`src/rtl/tisc_pkg.sv`:
```
`timescale 1ns/1ps
package tisc_pkg;

    typedef enum logic [1:0] {
        CLS_NORMAL   = 2'd0,
        CLS_INTERNAL = 2'd1,
        CLS_SPECIAL  = 2'd2
    } src_cls_e;

    localparam int BIT_MASK  = 31;
    localparam int BIT_ACT   = 30;
    localparam int BIT_POL   = 23;
    localparam int BIT_SENSE = 22;
    localparam int PRI_LO    = 16;
    localparam int PRI_HI    = 19;

    // Bits that software is allowed to hold in a configuration word.
    function automatic logic [31:0] writable_bits(logic [15:0] vec_mask);
        logic [31:0] m;
        m                = '0;
        m[BIT_MASK]      = 1'b1;
        m[BIT_POL]       = 1'b1;
        m[BIT_SENSE]     = 1'b1;
        m[PRI_HI:PRI_LO] = '1;
        m[15:0]          = vec_mask;
        return m;
    endfunction

    // Class-imposed clean-up applied after a write.
    function automatic logic [31:0] class_fix(logic [31:0] v, src_cls_e c);
        logic [31:0] r;
        r = v;
        case (c)
            CLS_INTERNAL: r[BIT_SENSE] = 1'b0;
            CLS_SPECIAL: begin
                r[BIT_SENSE] = 1'b0;
                r[BIT_POL]   = 1'b0;
            end
            default: ;
        endcase
        return r;
    endfunction

endpackage

```
`src/rtl/tisc_cfg_slot.sv`:
```
`timescale 1ns/1ps
module tisc_cfg_slot
    import tisc_pkg::*;
#(
    parameter src_cls_e    CLS       = CLS_NORMAL,
    parameter logic [31:0] RESET_VAL = 32'h8080_0000,
    parameter logic [15:0] VEC_MASK  = 16'h00FF
) (
    input  logic        clk,
    input  logic        rst_n,
    input  logic        wr_hit,
    input  logic [31:0] wr_data,
    input  logic        raw_in,
    output logic [31:0] word,
    output logic        level,
    output logic        masked,
    output logic        eff
);

    localparam logic [31:0] WMASK    = writable_bits(VEC_MASK);
    localparam logic [31:0] BASE_RST = RESET_VAL & WMASK;
    localparam logic [31:0] RST_WORD = (CLS == CLS_INTERNAL) ?
                                       (BASE_RST | (32'd1 << BIT_POL)) : BASE_RST;

    typedef struct packed {
        logic [31:0] word;
    } slot_t;

    slot_t s_d, s_q;

    always_comb begin
        s_d = s_q;
        if (wr_hit) begin
            s_d.word = class_fix(wr_data & WMASK, CLS);
        end
    end

    always_ff @(posedge clk or negedge rst_n) begin
        if (!rst_n) begin
            s_q.word <= RST_WORD;
        end else begin
            s_q <= s_d;
        end
    end

    assign word   = s_q.word;
    assign masked = s_q.word[BIT_MASK];

    always_comb begin
        case (CLS)
            CLS_INTERNAL: level = 1'b1;
            CLS_SPECIAL:  level = 1'b0;
            default:      level = s_q.word[BIT_SENSE];
        endcase
        if (CLS == CLS_SPECIAL) begin
            eff = raw_in;
        end else begin
            eff = s_q.word[BIT_POL] ? raw_in : ~raw_in;
        end
    end

endmodule

```
`src/rtl/tisc_src_state.sv`:
```
`timescale 1ns/1ps
module tisc_src_state (
    input  logic clk,
    input  logic rst_n,
    input  logic eff,
    input  logic level,
    input  logic masked,
    input  logic ack_hit,
    input  logic kick,
    output logic pending,
    output logic active,
    output logic rise
);

    typedef struct packed {
        logic pend;
        logic act;
        logic prev;
    } st_t;

    st_t s_d, s_q;

    assign rise = eff & ~s_q.prev;

    always_comb begin
        s_d      = s_q;
        s_d.prev = eff;
        if (level) begin
            s_d.pend = eff;
            s_d.act  = eff & ~masked;
        end else begin
            if (ack_hit) begin
                s_d.pend = 1'b0;
                s_d.act  = 1'b0;
            end
            if ((rise | kick) & ~masked) begin
                s_d.pend = 1'b1;
                s_d.act  = 1'b1;
            end
        end
    end

    always_ff @(posedge clk or negedge rst_n) begin
        if (!rst_n) begin
            s_q <= '0;
        end else begin
            s_q <= s_d;
        end
    end

    assign pending = s_q.pend;
    assign active  = s_q.act;

endmodule

```
`src/rtl/tisc_ipi_dest.sv`:
```
`timescale 1ns/1ps
module tisc_ipi_dest #(
    parameter int N_CPU = 4,
    parameter int CPU_W = 2
) (
    input  logic             clk,
    input  logic             rst_n,
    input  logic             send_hit,
    input  logic [N_CPU-1:0] send_mask,
    input  logic             ack_hit,
    input  logic [CPU_W-1:0] ack_cpu,
    output logic [N_CPU-1:0] dest,
    output logic             kick
);

    typedef struct packed {
        logic [N_CPU-1:0] dest;
    } dst_t;

    dst_t s_d, s_q;
    logic [N_CPU-1:0] ack_bit;
    logic [N_CPU-1:0] remain;

    always_comb begin
        ack_bit  = ack_hit ? (N_CPU'(1) << ack_cpu) : '0;
        remain   = s_q.dest & ~ack_bit;
        s_d.dest = remain | (send_hit ? send_mask : '0);
        kick     = send_hit | (ack_hit & (|remain));
    end

    always_ff @(posedge clk or negedge rst_n) begin
        if (!rst_n) begin
            s_q <= '0;
        end else begin
            s_q <= s_d;
        end
    end

    assign dest = s_q.dest;

endmodule

```
`src/rtl/tisc_top.sv`:
```
`timescale 1ns/1ps
module tisc_top
    import tisc_pkg::*;
#(
    parameter int          N_SRC     = 24,
    parameter int          FIRST_INT = 16,
    parameter int          FIRST_SPC = 20,
    parameter int          N_IPI     = 2,
    parameter int          N_CPU     = 4,
    parameter logic [31:0] RESET_VAL = 32'h8080_0000,
    parameter logic [15:0] VEC_MASK  = 16'h00FF,
    localparam int         IDX_W     = $clog2(N_SRC),
    localparam int         CPU_W     = $clog2(N_CPU),
    localparam int         IPI_W     = (N_IPI > 1) ? $clog2(N_IPI) : 1
) (
    input  logic             clk,
    input  logic             rst_n,
    input  logic             wr_en,
    input  logic [IDX_W-1:0] wr_idx,
    input  logic [31:0]      wr_data,
    input  logic [N_SRC-1:0] irq_in,
    input  logic             ack_en,
    input  logic [IDX_W-1:0] ack_idx,
    input  logic [CPU_W-1:0] ack_cpu,
    input  logic             ipi_send_en,
    input  logic [IPI_W-1:0] ipi_send_sel,
    input  logic [N_CPU-1:0] ipi_send_mask,
    input  logic [IDX_W-1:0] rd_idx,
    output logic [31:0]      rd_data,
    output logic             rd_level,
    output logic [N_CPU-1:0] rd_dest,
    output logic [N_SRC-1:0] pending,
    output logic [N_SRC-1:0] active
);

    localparam int IPI_BASE = N_SRC - N_IPI;

    logic [31:0]            cfg_arr [N_SRC];
    logic [N_SRC-1:0]       level_v;
    logic [N_SRC-1:0]       mask_v;
    logic [N_SRC-1:0]       eff_v;
    logic [N_SRC-1:0]       rise_v;
    logic [N_SRC-1:0]       sense_v;
    logic [N_SRC-1:0]       kick_v;
    logic [N_IPI*N_CPU-1:0] dest_flat;

    for (genvar i = 0; i < N_SRC; i++) begin : g_src
        localparam src_cls_e C = (i >= FIRST_SPC) ? CLS_SPECIAL :
                                 (i >= FIRST_INT) ? CLS_INTERNAL : CLS_NORMAL;
        logic wr_hit;
        logic ack_hit;

        assign wr_hit  = wr_en  && (wr_idx  == IDX_W'(i));
        assign ack_hit = ack_en && (ack_idx == IDX_W'(i));

        tisc_cfg_slot #(
            .CLS       (C),
            .RESET_VAL (RESET_VAL),
            .VEC_MASK  (VEC_MASK)
        ) u_cfg (
            .clk     (clk),
            .rst_n   (rst_n),
            .wr_hit  (wr_hit),
            .wr_data (wr_data),
            .raw_in  (irq_in[i]),
            .word    (cfg_arr[i]),
            .level   (level_v[i]),
            .masked  (mask_v[i]),
            .eff     (eff_v[i])
        );

        tisc_src_state u_state (
            .clk     (clk),
            .rst_n   (rst_n),
            .eff     (eff_v[i]),
            .level   (level_v[i]),
            .masked  (mask_v[i]),
            .ack_hit (ack_hit),
            .kick    (kick_v[i]),
            .pending (pending[i]),
            .active  (active[i]),
            .rise    (rise_v[i])
        );

        assign sense_v[i] = cfg_arr[i][BIT_SENSE];

        if (i >= IPI_BASE) begin : g_ipi
            logic send_hit;
            assign send_hit = ipi_send_en && (ipi_send_sel == IPI_W'(i - IPI_BASE));

            tisc_ipi_dest #(
                .N_CPU (N_CPU),
                .CPU_W (CPU_W)
            ) u_dest (
                .clk       (clk),
                .rst_n     (rst_n),
                .send_hit  (send_hit),
                .send_mask (ipi_send_mask),
                .ack_hit   (ack_hit),
                .ack_cpu   (ack_cpu),
                .dest      (dest_flat[(i-IPI_BASE)*N_CPU +: N_CPU]),
                .kick      (kick_v[i])
            );
        end else begin : g_plain
            assign kick_v[i] = 1'b0;
        end
    end

    always_comb begin
        rd_data  = '0;
        rd_level = 1'b0;
        rd_dest  = '0;
        for (int k = 0; k < N_SRC; k++) begin
            if (rd_idx == IDX_W'(k)) begin
                rd_data          = cfg_arr[k];
                rd_data[BIT_ACT] = active[k];
                rd_level         = level_v[k];
            end
        end
        for (int j = 0; j < N_IPI; j++) begin
            if (rd_idx == IDX_W'(IPI_BASE + j)) begin
                rd_dest = dest_flat[j*N_CPU +: N_CPU];
            end
        end
    end

endmodule

```
`config.mk`:
```
export PLATFORM = sky130hd
export DESIGN_NAME = tisc_top
export DESIGN_NICKNAME = d
export VERILOG_FILES = /design/src/rtl/tisc_pkg.sv /design/src/rtl/tisc_cfg_slot.sv /design/src/rtl/tisc_src_state.sv /design/src/rtl/tisc_ipi_dest.sv /design/src/rtl/tisc_top.sv
export SDC_FILE = /design/constraint.sdc
export NUM_CORES = 1
export LEC_CHECK = 0
export ABC_AREA = 0
export BUFFER_PORTS_ARGS = -buffer_cell sky130_fd_sc_hd__buf_2
export CORE_AREA = 3 3 329 331
export DETAILED_ROUTE_END_ITERATION = 10
export DIE_AREA = 0 0 332 334
export GPL_ROUTABILITY_DRIVEN = 0
export SLEW_MARGIN = 25
export SYNTH_ARGS = -nofsm -noshare
export SYNTH_HDL_FRONTEND = slang
export SYNTH_HIERARCHICAL = 1
export SYNTH_SLANG_ARGS = --single-unit
```
`constraint.sdc`:
```
create_clock -name clk -period 2.7 [get_ports clk]
set_clock_uncertainty 0.2 [all_clocks]
set_input_delay 0.27 -clock clk [delete_from_list [all_inputs] [get_ports clk]]
set_output_delay 0.27 -clock clk [all_outputs]
set_load 0.01 [all_outputs]
```
# Yosys cells after proc, flatten, opt, wreduce, memory -nomap -nowiden
# Cells that the tools add are included.
[totals]
regBits = 428
out_inout_bits = 85
wordCells = 498
[classes]
n_shift = 1
muxes = 130
reduce_logical = 71
bitwise_logic = 137
n_eq_ne = 65
[op_table]
columns = ["op", "n"]
rows = [
  ["2-to-1 mux 32 bit", 24],
  ["equality test 5 x 4 -> 1 bit (second input constant)", 24],
  ["2-to-1 mux 2 bit", 56],
  ["equality test 5 bit (second input constant)", 20],
  ["inverter 1 bit", 65],
  ["AND 1 bit", 62],
  ["equality test 5 x 3 -> 1 bit (second input constant)", 12],
  ["nonzero test 3 bit", 16],
  ["logical AND 1 bit", 46],
  ["2-to-1 mux 1 bit", 44],
  ["equality test 5 x 2 -> 1 bit (second input constant)", 6],
  ["2-to-1 mux 4 bit", 6],
  ["equality test 5 x 1 -> 1 bit (second input constant)", 3],
  ["logical NOT 5 bit", 3],
  ["AND 4 bit", 2],
  ["inverter 4 bit", 2],
  ["bitwise OR 4 bit", 2],
  ["nonzero test 2 bit", 4],
  ["OR reduction 4 bit", 2],
  ["bitwise OR 1 bit", 4],
  ["left shift 1 x 2 -> 4 bit (first input constant)", 1],
]

# Depth between registers and ports, before layout
# Gate-level depths: netlist of run 1.
[depth]
word_depth = 25
mapped_depth = 11
depth_no_buf = 7

# Modules after synthesis
# Netlist of run 1, hierarchy kept.
[modules_own_cells]
columns = ["mod", "instances", "cells_per_inst", "area_per_inst_um2"]
rows = [
  ["tisc_cfg_slot (g_src[0].u_cfg ...)", 16, 53, 770.7],
  ["tisc_top", 1, 1294, 7880.1],
  ["tisc_src_state", 24, 15, 140.1],
  ["tisc_cfg_slot (g_src[16].u_cfg ...)", 4, 52, 688.2],
  ["tisc_cfg_slot (g_src[20].u_cfg ...)", 4, 51, 680.7],
  ["tisc_ipi_dest", 2, 22, 221.5],
]

# Worst setup path after synthesis of run 1
# Ideal clock, no wire load.
[synth_timing]
path_type = "in2out"
startpoint = "input port rd_idx[1]"
endpoint = "output port rd_data[1]"
arrival_time_ns = 1.895
n_path_buf = 4
cell_stages = 9
setup_slack_ns = 0.335
t_required_ns = 2.230
path_cell_list = "buf_2 > buf_6 > buf_2 > buf_2 > mux2_2 > o21ai_0 > o21ai_0 > o211ai_1 > o21ai_0"
[synth_between]
elab_chain_len = 25
elab_cells_between_ends = 48
[synth_rtl]
columns = ["element", "line_no", "rtl"]
rows = [
  ["start: declaration", "tisc_top.sv:28", "input logic [IDX_W-1:0] rd_idx,"],
  ["logical NOT 5 bit", "tisc_top.sv:114", "if (rd_idx == IDX_W'(k)) begin"],
  ["2-to-1 mux 32 bit (23 in series)", "tisc_top.sv:114", ""],
  ["2-to-1 mux 32 bit *", "tisc_top.sv:114", ""],
  ["end: declaration", "tisc_top.sv:29", "output logic [31:0] rd_data,"],
]
# Mark *: on every way between the ends. The rest lies on a longest branch, timed or not.

# Final worst setup path of run 1
[layout_timing]
startpoint = "register, netlist name g_src[1].u_cfg/word[5]"
endpoint = "output port rd_data[5]"
[layout_between]
elab_chain_len = 23
[layout_rtl]
columns = ["element", "line_no"]
rows = [
  ["2-to-1 mux 32 bit (23 in series)", "tisc_top.sv:114"],
]
# No other way between the ends.

==> run_results.csv, run 1 <==
group,metric,value,unit
outcome,status,"finished, violations left",
outcome,failed_checks,"negative setup slack",
global_route,grt_pass1_wl,151000,um
worst_setup_path,critical_path_class,"flop to output pin",
cts,cts_tree,"built",
worst_setup_path,crit_path_top_delay_cell,"mux4_2",
global_route,grt_use_total,17.94,%
global_route,grt_pass1_vias,22400,
cts,cts.sinks,432,
worst_setup_path,critPathMaxStageDelay,470,ps
layout,nets,3435,
drt,drc,0,
sta,setup_slack,-290.4,ps
sta,maxSlewHeadroom,54.40,%
sta,tightestPinTransition,678.8,ps
synth,yosysWarnings,6,
sta,setup_violations,14,
synth,syn_area,0.02916,mm2
cts,cts_buffers,50,
power_and_ir_drop,power,21400,uW
drt,detail_route.vias_per_cell,4.867,
cts,clk_latency,610,ps
worst_setup_path,crit_fanout,2,
drt,drt.antenna.violating_nets,0,
floorplanning,initial_core_util,27.66,%
sta,finalHoldViolations,0,
global_route,antenna_found_initial,12,
worst_setup_path,cp-start-kind,"flop",
flow_run,maxCapViolations,0,
floorplanning,fp.dieW,332,um
layout,final_common_cell,"conb_1",
synth,avgSynthCellArea,10.02,um2
sta,fin_hold_ws,44.45,ps
layout,drive_gt1_share,39.70,%
cts,htreeDepth,2,
placed_design,dpl.hpwl,75880,um
layout,stdcell_area,0.03576,mm2
sta,finalMaxSlewViolations,0,
worst_setup_path,worstPathArrival,2520,ps
worst_setup_path,endpoint_kind,"output pin",
drt,dr.first_iter.drc_count,2304,
floorplanning,fp.dieH,334,um
cts,root_buffer,"clkbuf_16",
power_and_ir_drop,p_leak,0.01564,uW
drt,drt-pass1-iter-count,5,
drt,vias,23300,
layout,area_delta_synth_final,22.62,%
floorplanning,rows,119,
global_route,grt_start_max_net_pins,80,
layout,stdcell_count,4788,
sta,fmax,334.4,MHz
sta,min_period,2990,ps
drt,wl,103900,um
worst_setup_path,worstPathCellList,"mux4_2 > a21oi_2 > a21oi_2 > nor4_2 > buf_4 > nor3_4 > a211o_1 > buf_2",
sta,grt_setup_unrepaired,"yes",
floorplanning,io_pins,168,
layout,final_cell_mix,"conb_1, dfrtp_1, buf_4",
cts,clk_path_buf_depth,3,
worst_setup_path,crit_top_cell,"a21oi_2",
floorplanning,core,0.1054,mm2
placed_design,placed_area,0.03175,mm2
power_and_ir_drop,power_density,598.4,mW/mm2
worst_setup_path,worstPathRequired,2230,ps
cts,clkTransAtPathRegs,70,ps
sta,fin_crit_sh,110.8,%
floorplanning,dieArea,0.1109,mm2
min_path,worstHoldPathType,"input pin to flop",
synth,synthCells,2910,
power_and_ir_drop,vdd_ir_drop_max,0.0004803,V
worst_setup_path,crit_buf_inv,2,
worst_setup_path,worst_path_dominant_cell_family,"compound AO/OA/AOI/OAI gates",
drt,wl_per_cell,21.70,um
placed_design,port_buffers,150,
global_route,grt-ovfl-total,0,
placed_design,place_inst,4608,
[final timing paths]
path | cells after the start | startpoint | to | slack (ps)
setup / recovery | 8 | g_src[1].u_cfg/word[5]$_DFFE_PN0P_ | rd_data[5] | -290
hold / removal | 3 | ipi_send_en | g_src[22].g_ipi.u_dest/dest[1]$_DFF_PN0_ | 40
max in group asynchronous | 3 | rst_n | g_src[12].u_cfg/word[23]$_DFFE_PN1P_ | 1360
hold reg to reg | 1 | g_src[19].u_cfg/word[4]$_DFFE_PN0P_ | g_src[19].u_cfg/word[4]$_DFFE_PN0P_ | 300
setup reg to reg | 6 | g_src[23].g_ipi.u_dest/dest[1]$_DFF_PN0_ | g_src[23].u_state/active$_DFFE_PN0P_ | 980
min in group asynchronous | 2 | rst_n | g_src[15].u_cfg/word[6]$_DFFE_PN0P_ | 60
[power breakdown]
group	switching (uW)	internal [uW]	total, uW
clock	2940	4140	7080
sequential	1090	7900	9000
combinational	2570	2750	5330
total	6600	14800	21400
[metal layers]
layer | track usage [%] | wire (um) | vias up
met3 | 3.181 | 7933 | 186
li1 | - | - | 10450
met5 | 0 | 69 | -
met4 | 5.252 | 3266 | 12
met1 | 24.93 | 45670 | 11690
met2 | 28.49 | 46970 | 959
[layout make-up]
cell class / instances / area (um2)
clock buffer: 78 / 1508
inverter: 56 / 216.5
timing repair buffer: 605 / 4999
sequential: 432 / 10880
antenna: 4 / 10.01
fill: 10650 / 69660
tap: 1391 / 1740
clock inverter: 15 / 182.7
multi-input combinational: 2207 / 16230
[timing repair]
| action | in CTS | in global routing |
|---|---|---|
| setup buffers | 19 | 28 |
| gates resized for setup | 208 | 153 |
| hold buffers | 43 | 0 |
| hold endpoints to repair | 482 | 0 |
| pin swaps | 69 | 82 |
| gates cloned | 1 | 4 |
| endpoints found under the setup margin | 33 | 31 |
[per-stage QoR]
stage | setup TNS (ps) | util [%] | setup WS [ps]
2_1_floorplan | 0 | - | 335.1
3_3_place_gp | -8454 | 30.11 | -721.2
3_5_place_dp | -8220 | 30.11 | -649.0
4_1_cts | -1859 | 33.02 | -390.5
5_1_grt | -2097 | 33.91 | -386.3
6_report | -1088 | 33.92 | -290.4
[worst min-delay path, delay by kind of cell]
family	cells	cell delay, ps
AND/OR/NAND/NOR	1	190
buffers and inverters	1	100
AO/OA/AOI/OAI	1	250
[state kept, by name, indices dropped and copies added (netlist names)]
name	flops
g_src.u_state/s_q	24
g_src.u_state/active	24
g_src.u_cfg/word	352
g_src.u_state/pending	24
g_src.g_ipi.u_dest/dest	8
No activity file was read; power rests on OpenSTA's default activity.
==> inputs of run 2 (changes only) <==
--- a/config.mk
+++ b/config.mk
@@ -8,6 +8,7 @@
 export ABC_AREA = 0
 export BUFFER_PORTS_ARGS = -buffer_cell sky130_fd_sc_hd__buf_2
 export CORE_AREA = 3 3 329 331
+export CTS_CLUSTER_DIAMETER = 100
 export DETAILED_ROUTE_END_ITERATION = 10
 export DIE_AREA = 0 0 332 334
 export GPL_ROUTABILITY_DRIVEN = 0
@@ -16,3 +17,4 @@
 export SYNTH_HDL_FRONTEND = slang
 export SYNTH_HIERARCHICAL = 1
 export SYNTH_SLANG_ARGS = --single-unit
+export TNS_END_PERCENT = 10
==> run 2 against run 1 <==
The run still ends with negative setup slack left. Setup slack got worse by 1.1 ps. Clock power about the same. Clock-buffer cell count decreased by 1. Fmax about the same. Cell count shrank 0.73%. Largest cell class unchanged.
==> run_results.csv, run 2 (same netlist as run 1, synthesis figures left out) <==
group,metric,value,unit
outcome,status,"finished, violations left",
outcome,failed_checks,"negative setup slack",
sta,finalHoldViolations,0,
floorplanning,core,0.1054,mm2
worst_setup_path,cp-start-kind,"flop",
worst_setup_path,crit_fanout,2,
sta,grt_setup_unrepaired,"yes",
drt,detail_route.vias_per_cell,4.823,
cts,clk_latency,600,ps
power_and_ir_drop,p_leak,0.01522,uW
drt,routedLengthMet1,44640,um
layout,nets,3401,
drt,wl_per_cell,21.42,um
global_route,grt-ovfl-total,0,
floorplanning,fp.dieH,334,um
cts,clk_path_buf_depth,3,
sta,fin_crit_sh,110.8,%
layout,largest_register_ffs,352,
global_route,antenna_found_initial,13,
sta,min_period,2991,ps
sta,tightestPinTransition,654.6,ps
drt,met2_length,45530,um
min_path,worstHoldPathType,"input pin to flop",
placed_design,dp_worst_setup_slack,-649.0,ps
floorplanning,rows,119,
global_route,grt_use_total,17.79,%
drt,vias,22920,
layout,stdcell_count,4753,
sta,fmax,334.3,MHz
cts,htreeDepth,2,
drt,drc,0,
layout,multiInputGateArea,0.01565,mm2
floorplanning,fp.dieW,332,um
layout,seq_area,0.01087,mm2
worst_setup_path,critical_path_class,"flop to output pin",
layout,fillerInstances,10770,
cts,cts_tree,"built",
cts,clkTransAtPathRegs,60,ps
cts,root_buffer,"clkbuf_16",
cts,cts.sinks,432,
drt,drt.antenna.violating_nets,0,
placed_design,port_buffers,150,
layout,final_cell_mix,"conb_1, dfrtp_1, buf_4",
worst_setup_path,r2r_end,"g_src[23].u_state/active$_DFFE_PN0P_",
power_and_ir_drop,power_density,609.8,mW/mm2
floorplanning,dieArea,0.1109,mm2
power_and_ir_drop,power,21100,uW
layout,stdcell_area,0.03461,mm2
drt,dr.first_iter.drc_count,2244,
worst_setup_path,crit_start,"g_src[1].u_cfg/word[5]$_DFFE_PN0P_",
placed_design,place_inst,4608,
sta,setup_slack,-291.5,ps
layout,final_common_cell,"conb_1",
sta,maxSlewHeadroom,56.36,%
floorplanning,initial_core_util,27.66,%
worst_setup_path,crit_path_end,"rd_data[5]",
layout,area_delta_synth_final,18.68,%
floorplanning,io_pins,168,
placed_design,placed_area,0.03175,mm2
sta,finalMaxSlewViolations,0,
cts,cts_buffers,51,
worst_setup_path,ff2ff_path_depth,6,
worst_setup_path,worstPathRequired,2230,ps
flow_run,maxCapViolations,0,
global_route,grt_pass1_wl,149600,um
placed_design,dpl.hpwl,75880,um
sta,setup_violations,23,
global_route,grt_pass1_vias,22240,
power_and_ir_drop,vdd_ir_drop_max,0.0004419,V
layout,top_register,"g_src.u_cfg/word",
worst_setup_path,endpoint_kind,"output pin",
drt,top_layer,"met5",
drt,wl,101800,um
layout,drive_gt1_share,36.72,%
worst_setup_path,regToRegStartpoint,"g_src[23].g_ipi.u_dest/dest[1]$_DFF_PN0_",
worst_setup_path,worstPathArrival,2520,ps
global_route,grt_start_max_net_pins,80,
drt,drt-pass1-iter-count,6,
worst_setup_path,rrSetupSlack,990,ps
drt,wl_met3,8055,um
-- run 2: cell types whose count changed in the layout (fill, tap and decap cells not counted), sizes merged --
| cell | previous run | this run |
|---|---|---|
| buf | 557 | 526 |
| clkbuf | 83 | 78 |
| clkinv | 8 | 7 |
| clkinvlp | 1 | 2 |
| inv | 59 | 60 |
-- run 2: metrics by stage --
stage / utilization [%] / TNS [ps] / hold WS [ps]
2_1_floorplan: - / 0 / -225.6
3_3_place_gp: 30.11 / -8454 / 86.40
3_5_place_dp: 30.11 / -8220 / 90.39
4_1_cts: 32.54 / -3318 / 25.49
5_1_grt: 32.82 / -4557 / 41.31
6_report: 32.83 / -2306 / 50.70
-- run 2: how the worst min path moves through the flow --
stage	startpoint	to	slack, ps	cells after the start
after CTS	ipi_send_en	g_src[22].g_ipi.u_dest/dest[3]$_DFF_PN0_	30	3
after floorplan	rst_n	g_src[0].u_cfg/word[0]$_DFFE_PN0P_	-230	0
after global placement	rst_n	g_src[20].u_cfg/word[17]$_DFFE_PN0P_	90	1
after global routing	wr_data[23]	g_src[3].u_cfg/word[23]$_DFFE_PN1P_	40	2
final	ipi_send_en	g_src[22].g_ipi.u_dest/dest[1]$_DFF_PN0_	50	3
after detailed placement	rst_n	g_src[20].u_cfg/word[17]$_DFFE_PN0P_	90	1
-- run 2: final cells by class --
cell class	count	share of cell area, %
tap	1391	5.029
clock inverter	16	0.5604
antenna	4	0.02892
inverter	56	0.6146
sequential	432	31.41
clock buffer	77	4.345
timing repair buffer	570	12.80
multi-input combinational	2207	45.21
-- run 2: where the power goes --
part	internal (uW)	switching [uW]	leakage, uW
Clock	4150	2960	0.000832
Combinational	2570	2450	0.00913
Sequential	7900	1080	0.00526
Total	14600	6490	0.0152
-- run 2: repair_timing --
| action | in CTS | in global routing |
|---|---|---|
| gates cloned | 0 | 1 |
| resized for setup | 114 | 64 |
| endpoints found under the hold margin | 482 | 0 |
| pin swaps | 20 | 21 |
| buffers inserted | 2 | 6 |
| hold buffers | 43 | 0 |
| setup endpoints to repair | 33 | 33 |
-- run 2: worst max-delay path, cell delays in order (launching register included) --
cell     delay (ps)
dfrtp_1         390
mux4_2          470
a21oi_2         170
a21oi_2          60
nor4_2          140
buf_4           170
nor3_4           50
a211o_1         310
buf_2           150
-- run 2: metal layers --
metal	track usage [%]	up-vias
li1	-	10380
met1	24.44	11450
met2	27.93	898
met3	3.645	190
met4	5.849	12
met5	0	-
==> inputs of run 3 (changes only) <==
--- a/config.mk
+++ b/config.mk
@@ -12,6 +12,7 @@
 export DETAILED_ROUTE_END_ITERATION = 10
 export DIE_AREA = 0 0 332 334
 export GPL_ROUTABILITY_DRIVEN = 0
+export SKIP_LAST_GASP = 1
 export SLEW_MARGIN = 25
 export SYNTH_ARGS = -nofsm -noshare
 export SYNTH_HDL_FRONTEND = slang
==> run 3 against run 2 <==
The run still ends with negative setup slack left. Register-to-register slack is essentially flat. Combinational power shrank 2%. Clock-buffer cell count is the same. Utilization shrank 0.34 points. Fmax shrank 1.2%. Die area is the same. Sequential share of layout area grew 0.33 points. Largest power group unchanged. Highest routed layer unchanged.
==> run_results.csv, run 3 (same netlist as run 1, synthesis figures left out) <==
group,metric,value,unit
outcome,status,"finished, violations left",
outcome,failed_checks,"negative setup slack",
worst_setup_path,rrSetupSlack,990,ps
cts,root_buffer,"clkbuf_16",
sta,fin_crit_sh,112.1,%
cts,clk_path_buf_depth,3,
worst_setup_path,regToRegStartpoint,"g_src[23].g_ipi.u_dest/dest[1]$_DFF_PN0_",
layout,nets,3400,
worst_setup_path,crit_path_top_delay_cell,"dfrtp_1",
placed_design,place_inst,4608,
global_route,grt_pass1_wl,149500,um
drt,detail_route.vias_per_cell,4.802,
power_and_ir_drop,power,21010,uW
worst_setup_path,worst_path_dominant_cell_family,"simple AND/OR/NAND/NOR gates",
cts,cts_tree,"built",
power_and_ir_drop,vdd_ir_drop_max,0.0004369,V
min_path,min_from,"ipi_send_en",
layout,stdcell_count,4751,
worst_setup_path,crit_buf_inv,1,
min_path,worstHoldPathType,"input pin to flop",
global_route,grt_use_total,17.77,%
sta,setup_slack,-327.2,ps
drt,drt-pass1-iter-count,5,
flow_run,maxCapViolations,0,
worst_setup_path,r2r_end,"g_src[23].u_state/active$_DFFE_PN0P_",
floorplanning,dieArea,0.1109,mm2
floorplanning,fp.dieH,334,um
sta,grt_setup_unrepaired,"yes",
layout,top_register,"g_src.u_cfg/word",
floorplanning,initial_core_util,27.66,%
cts,cts_buffers,51,
cts,clkTransAtPathRegs,60,ps
placed_design,port_buffers,150,
power_and_ir_drop,power_density,613.4,mW/mm2
layout,area_delta_synth_final,17.44,%
placed_design,dpl.hpwl,75880,um
worst_setup_path,worstPathCellList,"mux2_2 > nand3_1 > a32oi_1 > a311oi_1 > or3_1 > nand3_1 > buf_2",
min_path,hold_depth,3,
floorplanning,rows,119,
worst_setup_path,worstPathRequired,2230,ps
cts,htreeDepth,2,
worst_setup_path,crit_fanout,3,
sta,setup_violations,31,
worst_setup_path,ff2ff_path_depth,6,
drt,drc,0,
global_route,grt_start_max_net_pins,80,
global_route,grt_pass1_vias,22180,
global_route,grt-ovfl-total,0,
layout,largest_register_ffs,352,
drt,wl_per_cell,21.33,um
worst_setup_path,crit_start,"g_src[2].u_state/active$_DFFE_PN0P_",
sta,min_period,3027,ps
layout,final_common_cell,"conb_1",
sta,fin_hold_ws,47.69,ps
min_path,min_to,"g_src[22].g_ipi.u_dest/dest[1]$_DFF_PN0_",
worst_setup_path,critPathMaxStageDelay,450,ps
drt,wl,101300,um
floorplanning,fp.dieW,332,um
sta,finalMaxSlewViolations,0,
worst_setup_path,worstPathArrival,2560,ps
cts,cts.sinks,432,
floorplanning,core,0.1054,mm2
worst_setup_path,endpoint_kind,"output pin",
sta,fmax,330.3,MHz
cts,clk_latency,610,ps
sta,finalHoldViolations,0,
sta,finalSetupTns,-5894,ps
drt,vias,22810,
drt,dr.first_iter.drc_count,2281,
power_and_ir_drop,p_leak,0.01511,uW
worst_setup_path,critical_path_class,"flop to output pin",
sta,maxSlewHeadroom,55.91,%
worst_setup_path,cp-start-kind,"flop",
layout,final_cell_mix,"conb_1, dfrtp_1, buf_4",
drt,drt.antenna.violating_nets,0,
global_route,antenna_found_initial,12,
sta,tightestPinTransition,661.3,ps
worst_setup_path,crit_top_cell,"nand3_1",
floorplanning,io_pins,168,
layout,drive_gt1_share,34.58,%
[run 3: cell count changes in the layout (fill, tap and decap cells not counted), sizes merged]
cell    previous run  this run
buf              526       524
diode              4         3
clkbuf            78        79
[run 3: area by class of cell]
class / count / area, um2
sequential: 432 / 10870
fill: 10790 / 71170
multi-input combinational: 2207 / 15310
clock buffer: 77 / 1504
timing repair buffer: 569 / 4412
inverter: 56 / 210.2
antenna: 3 / 7.507
tap: 1391 / 1740
clock inverter: 16 / 193.9
[run 3: worst register-to-register path, delay by kind of cell (launching register included)]
kind / cells / cell delay (ps)
DFF: 1 / 410
AOI/OAI and AO/OA: 4 / 350
and+or+nand+nor: 2 / 620
[run 3: routing by layer]
| layer | wire length, um | global-route usage, % |
|---|---|---|
| met5 | 69 | 0 |
| met4 | 3496 | 5.584 |
| met3 | 7552 | 3.483 |
| met2 | 45200 | 27.95 |
| met1 | 45030 | 24.56 |
[run 3: through the flow]
| step | instance area, um2 | util, % | setup WS, ps |
|---|---|---|---|
| floorplan | 30640 | - | 335.1 |
| finish | 34250 | 32.49 | -327.2 |
| detailed placement | 31750 | 30.11 | -649.0 |
| global route | 34240 | 32.48 | -384.4 |
| global placement | 31750 | 30.11 | -721.2 |
| CTS | 34030 | 32.28 | -389.1 |
[run 3: how the worst max path moves through the flow]
stage	end	slack, ps	cells past startpoint
5_1_grt	rd_data[5]	-380	8
2_1_floorplan	rd_data[1]	340	9
3_3_place_gp	rd_data[5]	-720	13
6_report	rd_data[30]	-330	7
3_5_place_dp	rd_data[5]	-650	13
4_1_cts	rd_data[5]	-390	8
[run 3: power by group]
group	total (uW)	switching (uW)	leakage (uW)	internal (uW)
Sequential	8980	1080	0.00526	7900
Clock	7100	2960	0.000832	4150
Combinational	4920	2400	0.00902	2520
Total	21000	6440	0.0151	14600
[run 3: what timing repair did]
item                       in CTS  in global routing
hold endpoints to repair      482                  0
resized for setup              37                 52
pin swaps                      13                 15
hold buffers                   43                  0
buffers inserted                2                  6
setup endpoints to repair      33                 33
